==> src/rtl/dbg_port_pkg.sv <==
package dbg_port_pkg;
  typedef enum logic [1:0] {
    ST_IDLE = 2'd0,
    ST_HOLD = 2'd1,
    ST_REQ  = 2'd2,
    ST_WAIT = 2'd3
  } rd_state_e;
endpackage

==> src/rtl/dbg_pc_unit.sv <==
module dbg_pc_unit #(
  parameter int AW    = 24,
  parameter int LOW_W = 16
) (
  input  logic          clk,
  input  logic          rst_n,
  input  logic          ld,
  input  logic [AW-1:0] ld_val,
  input  logic          step,
  input  logic          linear,
  input  logic [AW-LOW_W-1:0] base,
  output logic [AW-1:0] pc,
  output logic [AW-1:0] addr
);
  localparam int HI_W = AW - LOW_W;

  logic [AW-1:0]    pc_q, pc_d;
  logic [LOW_W-1:0] low_inc;
  logic             pc_en;

  assign low_inc = pc_q[LOW_W-1:0] + LOW_W'(1);

  always_comb begin
    pc_en = ld | step;
    pc_d  = pc_q;
    if (ld) begin
      pc_d = ld_val;
    end else if (step) begin
      if (linear) pc_d = pc_q + AW'(1);
      else        pc_d = {pc_q[AW-1:LOW_W], low_inc};
    end
  end

  always_ff @(posedge clk or negedge rst_n) begin
    if (!rst_n)     pc_q <= '0;
    else if (pc_en) pc_q <= pc_d;
  end

  always_comb begin
    if (linear) addr = pc_q;
    else        addr = {base[HI_W-1:0], pc_q[LOW_W-1:0]};
  end

  assign pc = pc_q;
endmodule

==> src/rtl/dbg_bus_arb.sv <==
module dbg_bus_arb (
  input  logic clk,
  input  logic rst_n,
  input  logic en,
  input  logic req_n,
  input  logic op_idle,
  output logic granted,
  output logic ack_n
);
  logic grant_q, grant_d;

  always_comb begin
    grant_d = grant_q;
    if (grant_q) begin
      if (req_n || !en) grant_d = 1'b0;
    end else if (en && !req_n && op_idle) begin
      grant_d = 1'b1;
    end
  end

  always_ff @(posedge clk or negedge rst_n) begin
    if (!rst_n) grant_q <= 1'b0;
    else        grant_q <= grant_d;
  end

  assign granted = grant_q;
  assign ack_n   = ~grant_q;
endmodule

==> src/rtl/dbg_rd_ctrl.sv <==
module dbg_rd_ctrl
  import dbg_port_pkg::*;
#(
  parameter int              RAW       = 8,
  parameter int              DW        = 8,
  parameter logic [RAW-1:0]  STAT_ADDR = 8'h17,
  parameter logic [RAW-1:0]  MEM_ADDR  = 8'h20
) (
  input  logic           clk,
  input  logic           rst_n,
  input  logic           rd,
  input  logic [RAW-1:0] addr,
  input  logic           granted,
  input  logic           en,
  input  logic           mem_rvalid,
  input  logic [DW-1:0]  mem_rdata,
  output logic           mem_req,
  output logic [DW-1:0]  rd_data,
  output logic           rd_valid,
  output logic           pc_step,
  output logic           op_idle
);
  rd_state_e      st_q, st_d;
  logic [DW-1:0]  data_q, data_d;
  logic           data_en;
  logic           vld_q, vld_d;
  logic           take;

  assign take = (st_q == ST_IDLE) && rd;

  always_comb begin
    st_d    = st_q;
    data_d  = data_q;
    data_en = 1'b0;
    vld_d   = 1'b0;
    unique case (st_q)
      ST_IDLE: begin
        if (take) begin
          if (addr == MEM_ADDR) begin
            st_d = granted ? ST_HOLD : ST_REQ;
          end else begin
            vld_d   = 1'b1;
            data_en = 1'b1;
            data_d  = (addr == STAT_ADDR) ? {en, granted, (DW-2)'(0)} : '0;
          end
        end
      end
      ST_HOLD: if (!granted) st_d = ST_REQ;
      ST_REQ:  st_d = ST_WAIT;
      ST_WAIT: begin
        if (mem_rvalid) begin
          st_d    = ST_IDLE;
          vld_d   = 1'b1;
          data_en = 1'b1;
          data_d  = mem_rdata;
        end
      end
      default: st_d = ST_IDLE;
    endcase
  end

  always_ff @(posedge clk or negedge rst_n) begin
    if (!rst_n) begin
      st_q  <= ST_IDLE;
      vld_q <= 1'b0;
    end else begin
      st_q  <= st_d;
      vld_q <= vld_d;
    end
  end

  always_ff @(posedge clk or negedge rst_n) begin
    if (!rst_n)       data_q <= '0;
    else if (data_en) data_q <= data_d;
  end

  assign mem_req  = (st_q == ST_REQ);
  assign pc_step  = (st_q == ST_WAIT) && mem_rvalid;
  assign op_idle  = (st_q == ST_IDLE) && !rd;
  assign rd_data  = data_q;
  assign rd_valid = vld_q;
endmodule

==> src/rtl/dbg_mem_port.sv <==
module dbg_mem_port #(
  parameter int             AW        = 24,
  parameter int             LOW_W     = 16,
  parameter int             DW        = 8,
  parameter int             RAW       = 8,
  parameter logic [RAW-1:0] STAT_ADDR = 8'h17,
  parameter logic [RAW-1:0] MEM_ADDR  = 8'h20
) (
  input  logic              clk,
  input  logic              rst_n,
  input  logic [RAW-1:0]    reg_addr,
  input  logic              reg_rd,
  output logic [DW-1:0]     rd_data,
  output logic              rd_valid,
  output logic              mem_req,
  output logic [AW-1:0]     mem_addr,
  input  logic              mem_rvalid,
  input  logic [DW-1:0]     mem_rdata,
  input  logic              pc_ld,
  input  logic [AW-1:0]     pc_ld_val,
  input  logic [AW-LOW_W-1:0] mbase,
  input  logic              linear_mode,
  output logic [AW-1:0]     pc_out,
  input  logic              busack_en,
  input  logic              bus_req_n,
  output logic              bus_ack_n
);
  logic granted;
  logic op_idle;
  logic pc_step;

  dbg_rd_ctrl #(
    .RAW(RAW), .DW(DW), .STAT_ADDR(STAT_ADDR), .MEM_ADDR(MEM_ADDR)
  ) ctrl_i (
    .clk(clk), .rst_n(rst_n), .rd(reg_rd), .addr(reg_addr),
    .granted(granted), .en(busack_en),
    .mem_rvalid(mem_rvalid), .mem_rdata(mem_rdata),
    .mem_req(mem_req), .rd_data(rd_data), .rd_valid(rd_valid),
    .pc_step(pc_step), .op_idle(op_idle)
  );

  dbg_pc_unit #(.AW(AW), .LOW_W(LOW_W)) pc_i (
    .clk(clk), .rst_n(rst_n), .ld(pc_ld), .ld_val(pc_ld_val),
    .step(pc_step), .linear(linear_mode), .base(mbase),
    .pc(pc_out), .addr(mem_addr)
  );

  dbg_bus_arb arb_i (
    .clk(clk), .rst_n(rst_n), .en(busack_en), .req_n(bus_req_n),
    .op_idle(op_idle), .granted(granted), .ack_n(bus_ack_n)
  );
endmodule

==> config.mk <==
export PLATFORM = sky130hd
export DESIGN_NAME = dbg_mem_port
export DESIGN_NICKNAME = d
export VERILOG_FILES = /design/src/rtl/dbg_port_pkg.sv /design/src/rtl/dbg_pc_unit.sv /design/src/rtl/dbg_bus_arb.sv /design/src/rtl/dbg_rd_ctrl.sv /design/src/rtl/dbg_mem_port.sv
export SDC_FILE = /design/constraint.sdc
export NUM_CORES = 1
export LEC_CHECK = 0
export BUFFER_PORTS_ARGS = -buffer_cell sky130_fd_sc_hd__buf_2
export CELL_PAD_IN_SITES_DETAIL_PLACEMENT = 1
export CELL_PAD_IN_SITES_GLOBAL_PLACEMENT = 1
export CORE_UTILIZATION = 34
export CTS_BUF_LIST = sky130_fd_sc_hd__clkbuf_8
export CTS_CLUSTER_SIZE = 20
export DETAILED_ROUTE_END_ITERATION = 6
export PLACE_DENSITY = 0.79
export SKIP_LAST_GASP = 1
export SYNTH_ARGS = -nofsm -noshare
export SYNTH_HDL_FRONTEND = slang
export SYNTH_SLANG_ARGS = --single-unit
==> constraint.sdc <==
create_clock -name clk -period 2.6 [get_ports clk]
set_input_delay 0.52 -clock clk [delete_from_list [all_inputs] [get_ports clk]]
set_output_delay 0.52 -clock clk [all_outputs]
set_load 0.05 [all_outputs]
==> results of run 1 <==
[layer usage]
metal	part of all wire	vias to the layer above	wire, um	track usage
met3	0.061	6	377	0.0465
met4	0.011	0	69	0.0524
met1	0.41	1044	2540	0.215
met5	0	-	0	0
li1	-	1066	-	-
met2	0.52	69	3230	0.327
[through the flow]
stage	cells	util
after floorplan	248	-
after global placement	414	0.433
after detailed placement	414	0.433
after CTS	422	0.447
after global routing	422	0.447
final	422	0.447
[cell usage after synthesis]
| cell type | instances | share of area |
|---|---|---|
| dfrtp_1 | 36 | 0.40 |
| nand2_1 | 33 | 0.055 |
| buf_4 | 16 | 0.053 |
| inv_1 | 13 | 0.022 |
| o21ai_0 | 13 | 0.029 |
| nand3_1 | 12 | 0.027 |
| nor2_1 | 12 | 0.020 |
| or4_1 | 12 | 0.040 |
| mux2_2 | 10 | 0.050 |
| mux2i_1 | 10 | 0.044 |
| a31oi_1 | 9 | 0.025 |
| o31ai_1 | 9 | 0.030 |
| clkbuf_1 | 8 | 0.013 |
| xor2_1 | 7 | 0.027 |
| ha_1 | 6 | 0.033 |
| nand4_1 | 6 | 0.017 |
| and3_1 | 4 | 0.011 |
| nor4_1 | 4 | 0.011 |
| xnor2_1 | 4 | 0.016 |
| a21oi_1 | 3 | 0.0066 |
| a221o_1 | 2 | 0.0089 |
| a22o_1 | 2 | 0.0078 |
| and2_1 | 2 | 0.0055 |
| buf_2 | 2 | 0.0044 |
| nor3_1 | 2 | 0.0044 |
| o211ai_1 | 2 | 0.0066 |
| a2111oi_0 | 1 | 0.0039 |
| and3_2 | 1 | 0.0033 |
| and4_1 | 1 | 0.0039 |
| and4_2 | 1 | 0.0044 |
| buf_6 | 1 | 0.0050 |
| nor2b_1 | 1 | 0.0028 |
| nor3b_1 | 1 | 0.0033 |
| nor4b_1 | 1 | 0.0039 |
| o21ai_2 | 1 | 0.0039 |
[area by class of cell]
cell class | instances | area, um^2
Fill cell | 819 | 3530
Multi-Input combinational cell | 172 | 1140
Sequential cell | 36 | 901
Timing Repair Buffer | 116 | 586
Tap cell | 77 | 96.3
Clock buffer | 6 | 82.6
Inverter | 13 | 48.8
Clock inverter | 2 | 7.51
[worst max path at each step]
stage	cells past startpoint	start	to	slack, ns
after floorplan	6	pc_i.pc[6]	pc_i.pc[17]	0.28
after global placement	5	linear_mode	pc_i.pc[20]	0.39
after detailed placement	5	linear_mode	pc_i.pc[19]	0.33
after CTS	4	pc_i.pc[7]	pc_i.pc[19]	0.35
after global routing	4	pc_i.pc[7]	pc_i.pc[23]	0.19
final	4	pc_i.pc[7]	pc_i.pc[19]	0.36
[registers in the layout, indices dropped and copies added (netlist names)]
name,cells
arb_i.granted,1
ctrl_i.rd_valid,1
ctrl_i.rd_data,8
pc_i.pc,24
ctrl_i.st_q,2
[power by group through the flow]
| stage | registers, uW | clock network [uW] | logic [uW] |
|---|---|---|---|
| global placement | 767 | 0 | 1140 |
| detailed placement | 776 | 0 | 1170 |
| CTS | 765 | 424 | 1180 |
| floorplan | 1060 | 0 | 614 |
| global route | 784 | 447 | 1240 |
| finish | 763 | 404 | 1160 |
[logic make-up (layout without fill, tap and decap cells)]
group,Yosys count,after routing,share of synthesized area
AOI/OAI and AO/OA,42,42,0.121
xor gates and xnor gates,11,11,0.0427
adders and majority gates,6,6,0.0333
buffers and inverters,40,137,0.0976
DFF,36,36,0.399
muxes,20,20,0.0942
and+or+nand+nor,93,93,0.212
[critical path, cell delays in order, from the launching register on]
cell and delay (ns):
dfrtp_1 0.48, nand4_1 0.18, or4_1 0.79, or4_1 0.55, a31oi_1 0.18
==> out/summary.txt, run 1 <==
GRT overflow: 0
Clock Latency Late Sink: 0.28 ns
Final HPWL DP: 4800 um
# Post-CTS Setup Buffers: 0
Worst ir drop on vdd: 474 uV
Pwr/cell area: 814 nW/um^2
Post-route ant nets: 0
Ant. Diodes: 0
Mapped Area: 2260 um^2
GP Congestion: 0.819
Max frequency: 446 MHz
WS Path Type: reg2reg
Hold buffer count at CTS: 0
Signal arrival time at the worst endpoint: 2.45 ns
Share of cells above drive strength 1: 0.391
Hold_ws: 0.329 ns
Worst Clk Skew: 0.00346 ns
CTS tree: done
Setup_tns: 0 ns
Number of global-route vias before repair: 2134
Slew Limit Headroom: 0.432
Placed Area: 2770 um^2
Combinational share of power: 0.498
Die area: 6970 um^2
R2r endpoint: pc_i.pc[19]
Switching share of power: 0.481
H-tree Lvls: 2
Clock-pin slew on the worst setup and hold paths: 0.07 ns
Max Buffers Root-to-Sink: 2
Row cnt: 29
Via count: 2185
DR iter-0 viols: 60
Max_cap viols: 0
Starting Density: 0.353
Largest net degree at the start of global routing: 37
Setup violators final: 0
Clk pwr share: 0.174
Finished Cell Area: 2860 um^2
Seq/Total Area, Yosys: 0.399
Io pins: 115
Worst slack at placement: 0.331 ns
Max-slew violations: 0
Final total power: 2330 uW
Warnings from Yosys: 0
First-pass GRT wire length: 10300 um
Fin. Hold Viols: 0
RR Startpoint: pc_i.pc[7]
DR pass1 iterations: 4
Synth Register Bits: 36
CTS Sinks: 36
CTS Root Cell: clkbuf_8
Post-Synthesis Net Count: 310
Worst-path fanout max: 16
Worst reg2reg setup slack: 0.36 ns
GRT Util Overall: 0.182
Crit end category: flop
Commonest non-fill, non-tap cells in the layout: buf_2, dfrtp_1, nand2_1, inv_1, o21ai_0
Startpoint Class: flop
Worst-margin pin slew: 0.851 ns
Leak: 0.00140 uW
Cts bufs inserted: 5
Core area: 6390 um^2
Resized cells post-CTS: 0
Internal Power: 1210 uW
WL final: 6220 um
Initial antenna violation count: 0
Distinct cells, synth: 35
# nets final: 406
I/O Buffers: 114
Tcrit/Tclk final: 0.863
R2R depth: 4
Hold WC Path Type: in2async
Die Y-Extent: 83.5 um
Via density: 5.18
Most common cell after layout, fill and taps aside: buf_2
Area Overhead vs Synth: 26.6%
Die width: 83.5 um
RSZ-0062 raised after global routing: no
Final setup margin: 0.357 ns
Share of power burned in registers: 0.328
Avg Inst Size Synth: 9.10 um^2
Wire per inst: 14.7 um
DR DRC count: 0
Worst Path Required: 2.81 ns
Mapped Cells: 248
Min Tclk post-route: 2.24 ns
Status: finished clean
Net Switching: 1120 uW
Note: power is estimated with default switching activity, not from simulation.
==> run 2, diff against run 1 <==
--- a/config.mk
+++ b/config.mk
@@ -12,7 +12,7 @@
 export CTS_BUF_LIST = sky130_fd_sc_hd__clkbuf_8
 export CTS_CLUSTER_SIZE = 20
 export DETAILED_ROUTE_END_ITERATION = 6
-export PLACE_DENSITY = 0.79
+export PLACE_DENSITY = 0.8
 export SKIP_LAST_GASP = 1
 export SYNTH_ARGS = -nofsm -noshare
 export SYNTH_HDL_FRONTEND = slang
==> run 2 against run 1 <==
Net effect: die area did not move; setup slack got worse by 0.015 ns; highest routed layer unchanged; register-to-register slack barely moved; sequential power barely moved.
==> out/summary.txt, run 2 (synthesized netlist as in run 1, its figures left out) <==
Status: finished clean
Fin. Hold Viols: 0
RR Startpoint: ctrl_i.st_q[1]
Core area: 6390 um^2
Hold WC Path Type: in2async
Io pins: 115
Final cell count without fillers: 420
Leak: 0.00139 uW
GP Congestion: 0.767
H-tree Lvls: 2
Worst Clk Skew: 0.0120 ns
Max-slew violations: 0
Setup violators final: 0
WL final: 6240 um
Net Switching: 1130 uW
Worst-margin pin slew: 0.827 ns
Number of global-route vias before repair: 2159
Min Tclk post-route: 2.26 ns
Initial antenna violation count: 0
Clk pwr share: 0.164
Die area: 6970 um^2
Worst ir drop on vdd: 448 uV
Crit end category: flop
CTS tree: done
Hold buffer count at CTS: 0
Combinational share of power: 0.505
Area Overhead vs Synth: 25.7%
Pwr/cell area: 811 nW/um^2
Tcrit/Tclk final: 0.868
Starting Density: 0.353
CTS Sinks: 36
Resized cells post-CTS: 0
Worst Path Required: 2.81 ns
Switching share of power: 0.490
Max_cap viols: 0
Placed insts: 413
DR DRC count: 0
Max frequency: 443 MHz
Startpoint Class: flop
Via count: 2200
Row cnt: 29
Die width: 83.5 um
Share of power burned in registers: 0.331
RSZ-0062 raised after global routing: no
DR pass1 iterations: 4
Worst-path fanout max: 16
Clock Latency Late Sink: 0.29 ns
Max reg flops: 24
Signal arrival time at the worst endpoint: 2.47 ns
GRT overflow: 0
Clock-pin slew on the worst setup and hold paths: 0.08 ns
Wire per inst: 14.8 um
First-pass GRT wire length: 10200 um
Most common cell after layout, fill and taps aside: buf_2
# nets final: 405
R2R depth: 5
I/O Buffers: 114
WS Path Type: reg2reg
Ant. Diodes: 0
Die Y-Extent: 83.5 um
Commonest non-fill, non-tap cells in the layout: buf_2, dfrtp_1, nand2_1, inv_1, o21ai_0
GRT Util Overall: 0.177
Max Buffers Root-to-Sink: 2
Largest net degree at the start of global routing: 37
Slew Limit Headroom: 0.449
Worst reg2reg setup slack: 0.34 ns
Share of cells above drive strength 1: 0.391
CTS Root Cell: clkbuf_8
# Post-CTS Setup Buffers: 0
DR iter-0 viols: 62
Via density: 5.24
Setup_tns: 0 ns
Final HPWL DP: 4820 um
Internal Power: 1170 uW
Cts bufs inserted: 5
Post-route ant nets: 0
R2r endpoint: pc_i.pc[18]
run 2: changes by cell type in the layout (fill, tap and decap cells not counted):
cell	delta
clkinv_2	+1
clkbuf_8	-1
inv_1	-1
buf_4	-1
run 2: worst max-delay path: stages, from the launching register on:
cell,delay (ns)
dfrtp_1,0.38
ha_1,0.49
and3_1,0.39
nand2_1,0.22
or4_1,0.54
a31oi_1,0.16
run 2: per-layer routing:
layer / vias to the layer above / wire length, um / GRT usage
li1: 1063 / - / -
met1: 1064 / 2670 / 0.217
met2: 66 / 3190 / 0.319
met3: 7 / 310 / 0.0317
met4: 0 / 72 / 0.0508
met5: - / 0 / 0
run 2: power by group through the flow:
stage,logic (uW),registers (uW),clock network [uW]
6_report,1160,763,377
5_1_grt,1240,781,407
4_1_cts,1170,765,389
3_5_place_dp,1170,776,0
3_3_place_gp,1140,766,0
2_1_floorplan,614,1060,0
run 2: final cells by class:
cell class                 count  area [um^2]
fill                         803         3550
timing repair buffer         115          578
clock buffer                   5         68.8
multi-input combinational    172         1140
tap                           77         96.3
inverter                      13         48.8
clock inverter                 2         8.76
sequential                    36          901
run 2: how the worst max path moves through the flow:
stage | slack, ns | to | startpoint
6_report | 0.34 | pc_i.pc[18] | ctrl_i.st_q[1]
5_1_grt | 0.15 | pc_i.pc[20] | ctrl_i.st_q[1]
4_1_cts | 0.32 | pc_i.pc[20] | ctrl_i.st_q[1]
3_5_place_dp | 0.36 | pc_i.pc[20] | ctrl_i.st_q[1]
3_3_place_gp | 0.40 | pc_i.pc[20] | linear_mode
2_1_floorplan | 0.28 | pc_i.pc[17] | pc_i.pc[6]
run 2: per-stage QoR:
step,cell area [um^2],power [uW],setup WS (ns),hold slack (ns),utilization
after detailed placement,2760,1940,0.357,0.496,0.432
after floorplan,2260,1680,0.277,0.224,-
after CTS,2840,2330,0.315,0.359,0.444
after global routing,2840,2430,0.151,0.396,0.444
final,2840,2300,0.343,0.331,0.444
after global placement,2760,1900,0.399,0.488,0.432
